File: src/rtl/tbcap_pkg.sv
// Shared constants for the timebase/capture timer.
// Assumes an 8-bit data bus and a 2-bit byte address.
package tbcap_pkg;
    localparam int DATA_W = 8;
    localparam int ADDR_W = 2;

    typedef enum logic [ADDR_W-1:0] {
        ADDR_CNT  = 2'd0,
        ADDR_STAT = 2'd1,
        ADDR_CAP  = 2'd2,
        ADDR_NONE = 2'd3
    } reg_addr_e;

    // Status register bit positions
    localparam int ST_CIE  = 7;
    localparam int ST_CF   = 6;
    localparam int ST_PSEL = 5;
    localparam int ST_TIE  = 4;
    localparam int ST_TF   = 3;
endpackage

File: src/rtl/tbcap_prescaler.sv
// Timebase prescaler: counts clocks and pulses tick on the last count of
// the selected interval, then restarts from zero.
// Assumes SHORT_CYC < LONG_CYC and both >= 2. The sel input may change at any
// time; a count already past the new limit wraps at the next edge.
module tbcap_prescaler #(
    parameter int SHORT_CYC = 8000,
    parameter int LONG_CYC  = 16000
) (
    input  logic clk,
    input  logic rst_n,
    input  logic long_sel,
    output logic tick
);
    localparam int PW = $clog2(LONG_CYC + 1);
    localparam logic [PW-1:0] LIM_S = PW'(SHORT_CYC - 1);
    localparam logic [PW-1:0] LIM_L = PW'(LONG_CYC - 1);

    logic [PW-1:0] cnt_q;
    logic [PW-1:0] limit;

    // Select the terminal count for the current period
    always_comb limit = long_sel ? LIM_L : LIM_S;

    // Wrap detection on the registered count
    always_comb tick = (cnt_q >= limit);

    // Advance or restart the prescale count
    always_ff @(posedge clk) begin
        if (!rst_n)    cnt_q <= '0;
        else if (tick) cnt_q <= '0;
        else           cnt_q <= cnt_q + 1'b1;
    end


    presc_range_chk: assert property (@(posedge clk) disable iff (!rst_n)
        cnt_q < PW'(LONG_CYC));

    presc_wrap_chk: assert property (@(posedge clk) disable iff (!rst_n)
        tick |=> (cnt_q == '0));
endmodule

File: src/rtl/tbcap_capture.sv
// Free-running 8-bit counter plus edge capture. The pin passes through a
// SYNC_STAGES flop synchronizer, one more flop gives the previous level, and
// any level change while 'arm' is high copies the counter into cap_q.
// Assumes SYNC_STAGES >= 2 and cap_pin asynchronous to clk.
module tbcap_capture
    import tbcap_pkg::*;
#(
    parameter int SYNC_STAGES = 2
) (
    input  logic              clk,
    input  logic              rst_n,
    input  logic              cap_pin,
    input  logic              arm,
    output logic [DATA_W-1:0] cnt_val,
    output logic [DATA_W-1:0] cap_val,
    output logic              cap_event
);
    logic [SYNC_STAGES-1:0] sync_q;
    logic                   prev_q;
    logic [DATA_W-1:0]      cnt_q;
    logic [DATA_W-1:0]      cap_q;
    logic                   lvl_chg;

    // Synchronizer shift chain for the capture pin
    always_ff @(posedge clk) begin
        if (!rst_n) sync_q <= '0;
        else        sync_q <= {sync_q[SYNC_STAGES-2:0], cap_pin};
    end

    // Previous synchronized level for edge detection
    always_ff @(posedge clk) begin
        if (!rst_n) prev_q <= 1'b0;
        else        prev_q <= sync_q[SYNC_STAGES-1];
    end

    // Both-edge detection gated by the arm input
    always_comb begin
        lvl_chg   = sync_q[SYNC_STAGES-1] ^ prev_q;
        cap_event = lvl_chg & arm;
    end

    // Free-running up-counter
    always_ff @(posedge clk) begin
        if (!rst_n) cnt_q <= '0;
        else        cnt_q <= cnt_q + 1'b1;
    end

    // Capture register load
    always_ff @(posedge clk) begin
        if (!rst_n)         cap_q <= '0;
        else if (cap_event) cap_q <= cnt_q;
    end

    assign cnt_val = cnt_q;
    assign cap_val = cap_q;


    cnt_step_chk: assert property (@(posedge clk) disable iff (!rst_n)
        1'b1 |=> (cnt_q == DATA_W'($past(cnt_q) + 1'b1)));

    cap_load_chk: assert property (@(posedge clk) disable iff (!rst_n)
        cap_event |=> (cap_q == $past(cnt_q)));

    cap_hold_chk: assert property (@(posedge clk) disable iff (!rst_n)
        !arm |=> $stable(cap_q));
endmodule

File: src/rtl/tbcap_regs.sv
// Register bank: control bits, the two event flags, the read mux and the
// interrupt combine. A status read clears both flags, but a flag event in
// the same cycle wins over the clear.
// Assumes the bus strobes are synchronous to clk.
module tbcap_regs
    import tbcap_pkg::*;
(
    input  logic              clk,
    input  logic              rst_n,
    input  logic [ADDR_W-1:0] bus_addr,
    input  logic              bus_wr,
    input  logic              bus_rd,
    input  logic [DATA_W-1:0] bus_wdata,
    input  logic              tb_tick,
    input  logic              cap_event,
    input  logic [DATA_W-1:0] cnt_val,
    input  logic [DATA_W-1:0] cap_val,
    output logic [DATA_W-1:0] bus_rdata,
    output logic              long_sel,
    output logic              cap_armed,
    output logic              irq
);
    logic cie_q, psel_q, tie_q;
    logic tf_q, cf_q;
    logic stat_rd, stat_wr;

    // Decode status-register accesses
    always_comb begin
        stat_rd = bus_rd && (bus_addr == ADDR_STAT);
        stat_wr = bus_wr && (bus_addr == ADDR_STAT);
    end

    // Software-owned control bits
    always_ff @(posedge clk) begin
        if (!rst_n) begin
            cie_q  <= 1'b0;
            psel_q <= 1'b0;
            tie_q  <= 1'b0;
        end else if (stat_wr) begin
            cie_q  <= bus_wdata[ST_CIE];
            psel_q <= bus_wdata[ST_PSEL];
            tie_q  <= bus_wdata[ST_TIE];
        end
    end

    // Timebase flag: set by wrap, cleared by status read, set has priority
    always_ff @(posedge clk) begin
        if (!rst_n) tf_q <= 1'b0;
        else        tf_q <= tb_tick | (tf_q & ~stat_rd);
    end

    // Capture flag: set by capture, cleared by status read, set has priority
    always_ff @(posedge clk) begin
        if (!rst_n) cf_q <= 1'b0;
        else        cf_q <= cap_event | (cf_q & ~stat_rd);
    end

    // Read data multiplexer
    always_comb begin
        bus_rdata = '0;
        case (bus_addr)
            ADDR_CNT:  bus_rdata = cnt_val;
            ADDR_STAT: begin
                bus_rdata[ST_CIE]  = cie_q;
                bus_rdata[ST_CF]   = cf_q;
                bus_rdata[ST_PSEL] = psel_q;
                bus_rdata[ST_TIE]  = tie_q;
                bus_rdata[ST_TF]   = tf_q;
            end
            ADDR_CAP:  bus_rdata = cap_val;
            default:   bus_rdata = '0;
        endcase
    end

    // Outputs to the timer datapath and interrupt combine
    always_comb begin
        long_sel  = psel_q;
        cap_armed = ~cf_q;
        irq       = (tf_q & tie_q) | (cf_q & cie_q);
    end


    tf_set_chk: assert property (@(posedge clk) disable iff (!rst_n)
        tb_tick |=> tf_q);

    tf_clr_chk: assert property (@(posedge clk) disable iff (!rst_n)
        (stat_rd && !tb_tick) |=> !tf_q);

    cf_set_chk: assert property (@(posedge clk) disable iff (!rst_n)
        cap_event |=> cf_q);
endmodule

File: src/rtl/tbcap_timer.sv
// Top level of the timebase timer with edge capture. Connects the prescaler,
// the counter/capture path and the register bank.
// Assumes a single clock domain except for cap_in, which is synchronized.
module tbcap_timer
    import tbcap_pkg::*;
#(
    parameter int SHORT_CYC   = 8000,
    parameter int LONG_CYC    = 16000,
    parameter int SYNC_STAGES = 2
) (
    input  logic              clk,
    input  logic              rst_n,
    input  logic [ADDR_W-1:0] bus_addr,
    input  logic              bus_wr,
    input  logic              bus_rd,
    input  logic [DATA_W-1:0] bus_wdata,
    output logic [DATA_W-1:0] bus_rdata,
    input  logic              cap_in,
    output logic              irq
);
    logic              tb_tick;
    logic              long_sel;
    logic              cap_armed;
    logic              cap_event;
    logic [DATA_W-1:0] cnt_val;
    logic [DATA_W-1:0] cap_val;

    tbcap_prescaler #(.SHORT_CYC(SHORT_CYC), .LONG_CYC(LONG_CYC)) u_presc (
        .clk(clk), .rst_n(rst_n), .long_sel(long_sel), .tick(tb_tick)
    );

    tbcap_capture #(.SYNC_STAGES(SYNC_STAGES)) u_cap (
        .clk(clk), .rst_n(rst_n), .cap_pin(cap_in), .arm(cap_armed),
        .cnt_val(cnt_val), .cap_val(cap_val), .cap_event(cap_event)
    );

    tbcap_regs u_regs (
        .clk(clk), .rst_n(rst_n), .bus_addr(bus_addr), .bus_wr(bus_wr),
        .bus_rd(bus_rd), .bus_wdata(bus_wdata), .tb_tick(tb_tick),
        .cap_event(cap_event), .cnt_val(cnt_val), .cap_val(cap_val),
        .bus_rdata(bus_rdata), .long_sel(long_sel), .cap_armed(cap_armed),
        .irq(irq)
    );


    rsvd_zero_chk: assert property (@(posedge clk) disable iff (!rst_n)
        (bus_addr == ADDR_STAT) |-> (bus_rdata[2:0] == 3'b000));

    none_zero_chk: assert property (@(posedge clk) disable iff (!rst_n)
        (bus_addr == ADDR_NONE) |-> (bus_rdata == '0));
endmodule

File: config.mk
export PLATFORM = sky130hd
export DESIGN_NAME = tbcap_timer
export DESIGN_NICKNAME = d
export VERILOG_FILES = /design/src/rtl/tbcap_pkg.sv /design/src/rtl/tbcap_prescaler.sv /design/src/rtl/tbcap_capture.sv /design/src/rtl/tbcap_regs.sv /design/src/rtl/tbcap_timer.sv
export SDC_FILE = /design/constraint.sdc
export NUM_CORES = 1
export LEC_CHECK = 0
export CAP_MARGIN = 20
export CELL_PAD_IN_SITES_DETAIL_PLACEMENT = 2
export CELL_PAD_IN_SITES_GLOBAL_PLACEMENT = 2
export CORE_ASPECT_RATIO = 1.5
export CORE_UTILIZATION = 33
export CTS_CLUSTER_DIAMETER = 80
export DETAILED_ROUTE_END_ITERATION = 6
export GPL_ROUTABILITY_DRIVEN = 0
export HOLD_SLACK_MARGIN = 0.06
export PLACE_DENSITY = 0.87
export SYNTH_ARGS = -nofsm -noshare
export SYNTH_HDL_FRONTEND = slang
export SYNTH_HIERARCHICAL = 1
export SYNTH_SLANG_ARGS = --single-unit
File: constraint.sdc
create_clock -name clk -period 2.1 [get_ports clk]
set_input_delay 0.63 -clock clk [delete_from_list [all_inputs] [get_ports clk]]
set_output_delay 0.63 -clock clk [all_outputs]
set_load 0.02 [all_outputs]
==> impl_results.md <==
- DR WL/cell: 17.1 um
- Synth Cell Area: 1800 um2
- Yosys cell types: 34
- Vias/cell: 5.06
- Initial core utilization: 34.7%
- Synth Instances: 198
- Pwr/cell area: 725 nW/um2
- DRT Wirelength: 5.07 mm
- Max layer used: met4
- Sequential area share after synthesis: 42.2%
- Clock Latency Late Sink: 0.30 ns
- DP Cell Count: 289
- Final Max Tran Viols: 0
- Fin area: 2230 um2
- CP arrival: 1.43 ns
- Worst slew margin: 68.0%
- Largest net degree at the start of global routing: 29
- Chip width: 62.4 um
- WS Path Type: in -> out
- Avg Cell Area, Syn: 9.11 um2
- Share of Yosys cell area claimed by the top area cell type: 42.2%
- Clock Tree Buf Depth: 2
- Wire length on met1: 1.91 mm
- Int Power: 1.20 mW
- Area Growth Syn to Fin: 23.7%
- Synth Flop Type: dfxtp_1
- Vias in the first global route: 1683
- Met3 WL post-DR: 105 um
- Met2 routed WL: 2.94 mm
- Routed via count: 1497
- Pre-CTS setup slack: -0.848 ns
- Worst Max-Slew Pin Slew: 0.474 ns
- CP delay by family, top: buffers and inverters
- Tmin final: 2.06 ns
- Asr flop ratio synth: 0%
- Share of cells above drive strength 1: 18.0%
- Initial antenna violation count: 0
- Ant diodes: 0
- Initial DRT Pass Iterations: 4
- Die area: 5770 um2
- All-Layer GR Usage: 19.2%
- Multi-input gate area: 987 um2
- CTS tree: built
- Slowest cell delay on critical path: 0.25 ns
- # fillers: 582
- Synth Net Count: 218
- RSZ-0062 raised after global routing: no
- Sequential fraction of design power: 49.9%
- Synth area leaders: dfxtp_1 42%, mux2i_1 8.9%, xnor2_1 5.8%, nand2_1 5.0%, nor2_1 4.4%
- Combinational share of power: 11.6%
- Worst Path Required: 1.47 ns
- Dpl hpwl: 3.70 mm
- Placed inst area: 2120 um2
- Crit share post-route: 98.0%
- Hold Path Class: reg -> reg
- DR iter-0 viols: 35
- Synthesis warning total: 6
- Worst vdd ir: 0.461 mV
- Setup bufs post-CTS: 0
- Worst Path Max Fanout: 7
- Net switching power: 0.418 mW
- Startpoint types: primary input
- Number of synthesized flops with an enable pin: 0
- Fin cells: 296
- H-tree depth: 2
- Slowest CP cell: mux2i_4
- Leakage: 0.846 nW
- Status: finished clean
- Clk pwr share: 38.6%
- Rows: 32
- DRC violations left: 0
- ANT nets after route: 0
- Nets@finish: 247
- TNS Setup: 0 ns
- Sw frac: 25.8%
- Gr ovfl total: 0
- Port bufs: 18
- Worst-path clk slew: 0.08 ns
- CP Capture Type: primary output
- Clock Tree Root: clkbuf_8
- # IOs: 24
- First-pass GRT wire length: 8.38 mm
- Min Hold Slack: 0.440 ns
- Setup WS post-layout: 0.0429 ns
- Number of hold violations in the final report: 0
- Clk_skew: 0.00802 ns
- Core area: 5200 um2
- Max Clk Rate: 0.486 GHz
- # setup viols final: 0
- Synthesized flop and latch total: 38
- Register Area: 761 um2
- Number of buffer and inverter stages on the critical path: 3
- Critical-path cell list: buf_2 -> buf_8 -> mux2i_4 -> o2bb2ai_2 -> buf_4
- TritonCTS Buffers: 5
- Die Y: 92.6 um
- Leading area contributor after synthesis: dfxtp_1
- Maxcap violations: 0
- Clock sink total: 38
==> Yosys cell counts (2+ instances only) <==
| cell type | instances |
|---|---|
| dfxtp_1 | 38 |
| nand2_1 | 24 |
| nor2_1 | 21 |
| mux2i_1 | 16 |
| xnor2_1 | 12 |
| o21ai_0 | 9 |
| inv_1 | 8 |
| and2_1 | 7 |
| nand3_1 | 6 |
| nand4_1 | 6 |
| ha_1 | 5 |
| o2bb2ai_1 | 5 |
| buf_2 | 4 |
| nor3_1 | 4 |
| nor4_1 | 4 |
| a31oi_1 | 3 |
| buf_6 | 3 |
| xor2_1 | 3 |
| a21oi_1 | 2 |
| nand2b_1 | 2 |
| nand3_2 | 2 |
| nor2b_1 | 2 |
==> cell usage in the layout (no fill, tap or decap), types with 3 or more instances in the layout <==
| cell | Yosys | layout |
|---|---|---|
| xnor2_1 | 12 | 12 |
| a31oi_1 | 3 | 3 |
| nand4_1 | 6 | 6 |
| inv_1 | 8 | 8 |
| clkdlybuf4s50_1 | 0 | 7 |
| clkinv_2 | 1 | 3 |
| mux2i_1 | 16 | 14 |
| o2bb2ai_1 | 5 | 3 |
| and2_1 | 7 | 7 |
| nand3_1 | 6 | 6 |
| buf_4 | 0 | 15 |
| ha_1 | 5 | 5 |
| nor2_1 | 21 | 21 |
| dfxtp_1 | 38 | 38 |
| nor4_1 | 4 | 4 |
| nand2_1 | 24 | 24 |
| clkbuf_8 | 0 | 5 |
| o21ai_0 | 9 | 9 |
| buf_2 | 4 | 4 |
| xor2_1 | 3 | 3 |
| nor3_1 | 4 | 4 |
==> registers in the layout, indices dropped and copies added, names as in the netlist <==
name             cells
u_cap/cap_val        8
u_cap/sync_q         2
u_cap/cnt_val        8
u_regs/cie_q         1
u_cap/prev_q         1
u_regs/cf_q          1
u_regs/tf_q          1
u_presc/cnt_q       14
u_regs/long_sel      1
u_regs/tie_q         1
==> power groups by stage <==
stage | clock network (mW) | logic (mW) | registers, mW
final | 0.625 | 0.187 | 0.807
after global routing | 0.673 | 0.203 | 0.815
after CTS | 0.642 | 0.187 | 0.808
after detailed placement | 0 | 0.187 | 0.825
after global placement | 0 | 0.175 | 0.823
after floorplan | 0 | 0.121 | 0.816
==> per-layer routing <==
metal / global-route usage, % / vias to the layer above
met4: 8.33 / 0
met2: 38.2 / 21
met5: 0 / -
met1: 19.3 / 734
met3: 2.83 / 10
li1: - / 732
==> worst register-to-register path: stages (launching register included) <==
cell and delay, ns:
dfxtp_1 0.43, inv_1 0.10, ha_1 0.29, nand3b_1 0.08, or3_4 0.35, a31oi_1 0.22, o21ai_0 0.12, a31oi_1 0.17
==> what timing repair did <==
| action | in CTS | in global routing |
|---|---|---|
| hold buffers | 0 | 0 |
| endpoints found under the hold margin | 0 | 0 |
| setup endpoints to repair | 9 | 5 |
| gates resized for setup | 45 | 7 |
| pin swaps | 1 | 0 |
==> final cells by class <==
type / count / share of cell area [%]
Clock buffer: 5 / 3.08
Clock inverter: 3 / 1.79
Inverter: 9 / 1.57
Multi-Input combinational cell: 143 / 44.2
Sequential cell: 38 / 34.1
Tap cell: 68 / 3.81
Timing Repair Buffer: 30 / 11.4
==> path summary, 6_finish.rpt <==
kind,slack (ns),startpoint,endpoint,cells past startpoint
min reg2reg,0.44,u_cap/sync_q[0]$_SDFF_PN0_,u_cap/sync_q[1]$_SDFF_PN0_,1
min,0.44,u_cap/sync_q[0]$_SDFF_PN0_,u_cap/sync_q[1]$_SDFF_PN0_,1
max,0.04,bus_addr[1],bus_rdata[3],5
max reg2reg,0.25,u_regs/long_sel$_SDFFE_PN0P_,u_regs/tf_q$_SDFF_PN0_,7
==> cell families (layout without fill, tap and decap cells) <==
logic type | count (synthesis) | in the layout | synth area share (%)
simple gates | 84 | 84 | 23.2
flops | 38 | 38 | 42.2
compound gates | 22 | 22 | 8.95
buf+inv | 17 | 47 | 5.13
xor+xnor | 16 | 16 | 8.18
mux | 16 | 16 | 8.88
fa+ha+maj | 5 | 5 | 3.47
==> metrics by stage <==
stage | utilization, % | power, mW
2_1_floorplan | - | 0.937
3_3_place_gp | 40.8 | 0.998
3_5_place_dp | 40.8 | 1.01
4_1_cts | 42.4 | 1.64
5_1_grt | 42.9 | 1.69
6_report | 42.9 | 1.62
Power figures use the tool's default switching activity.
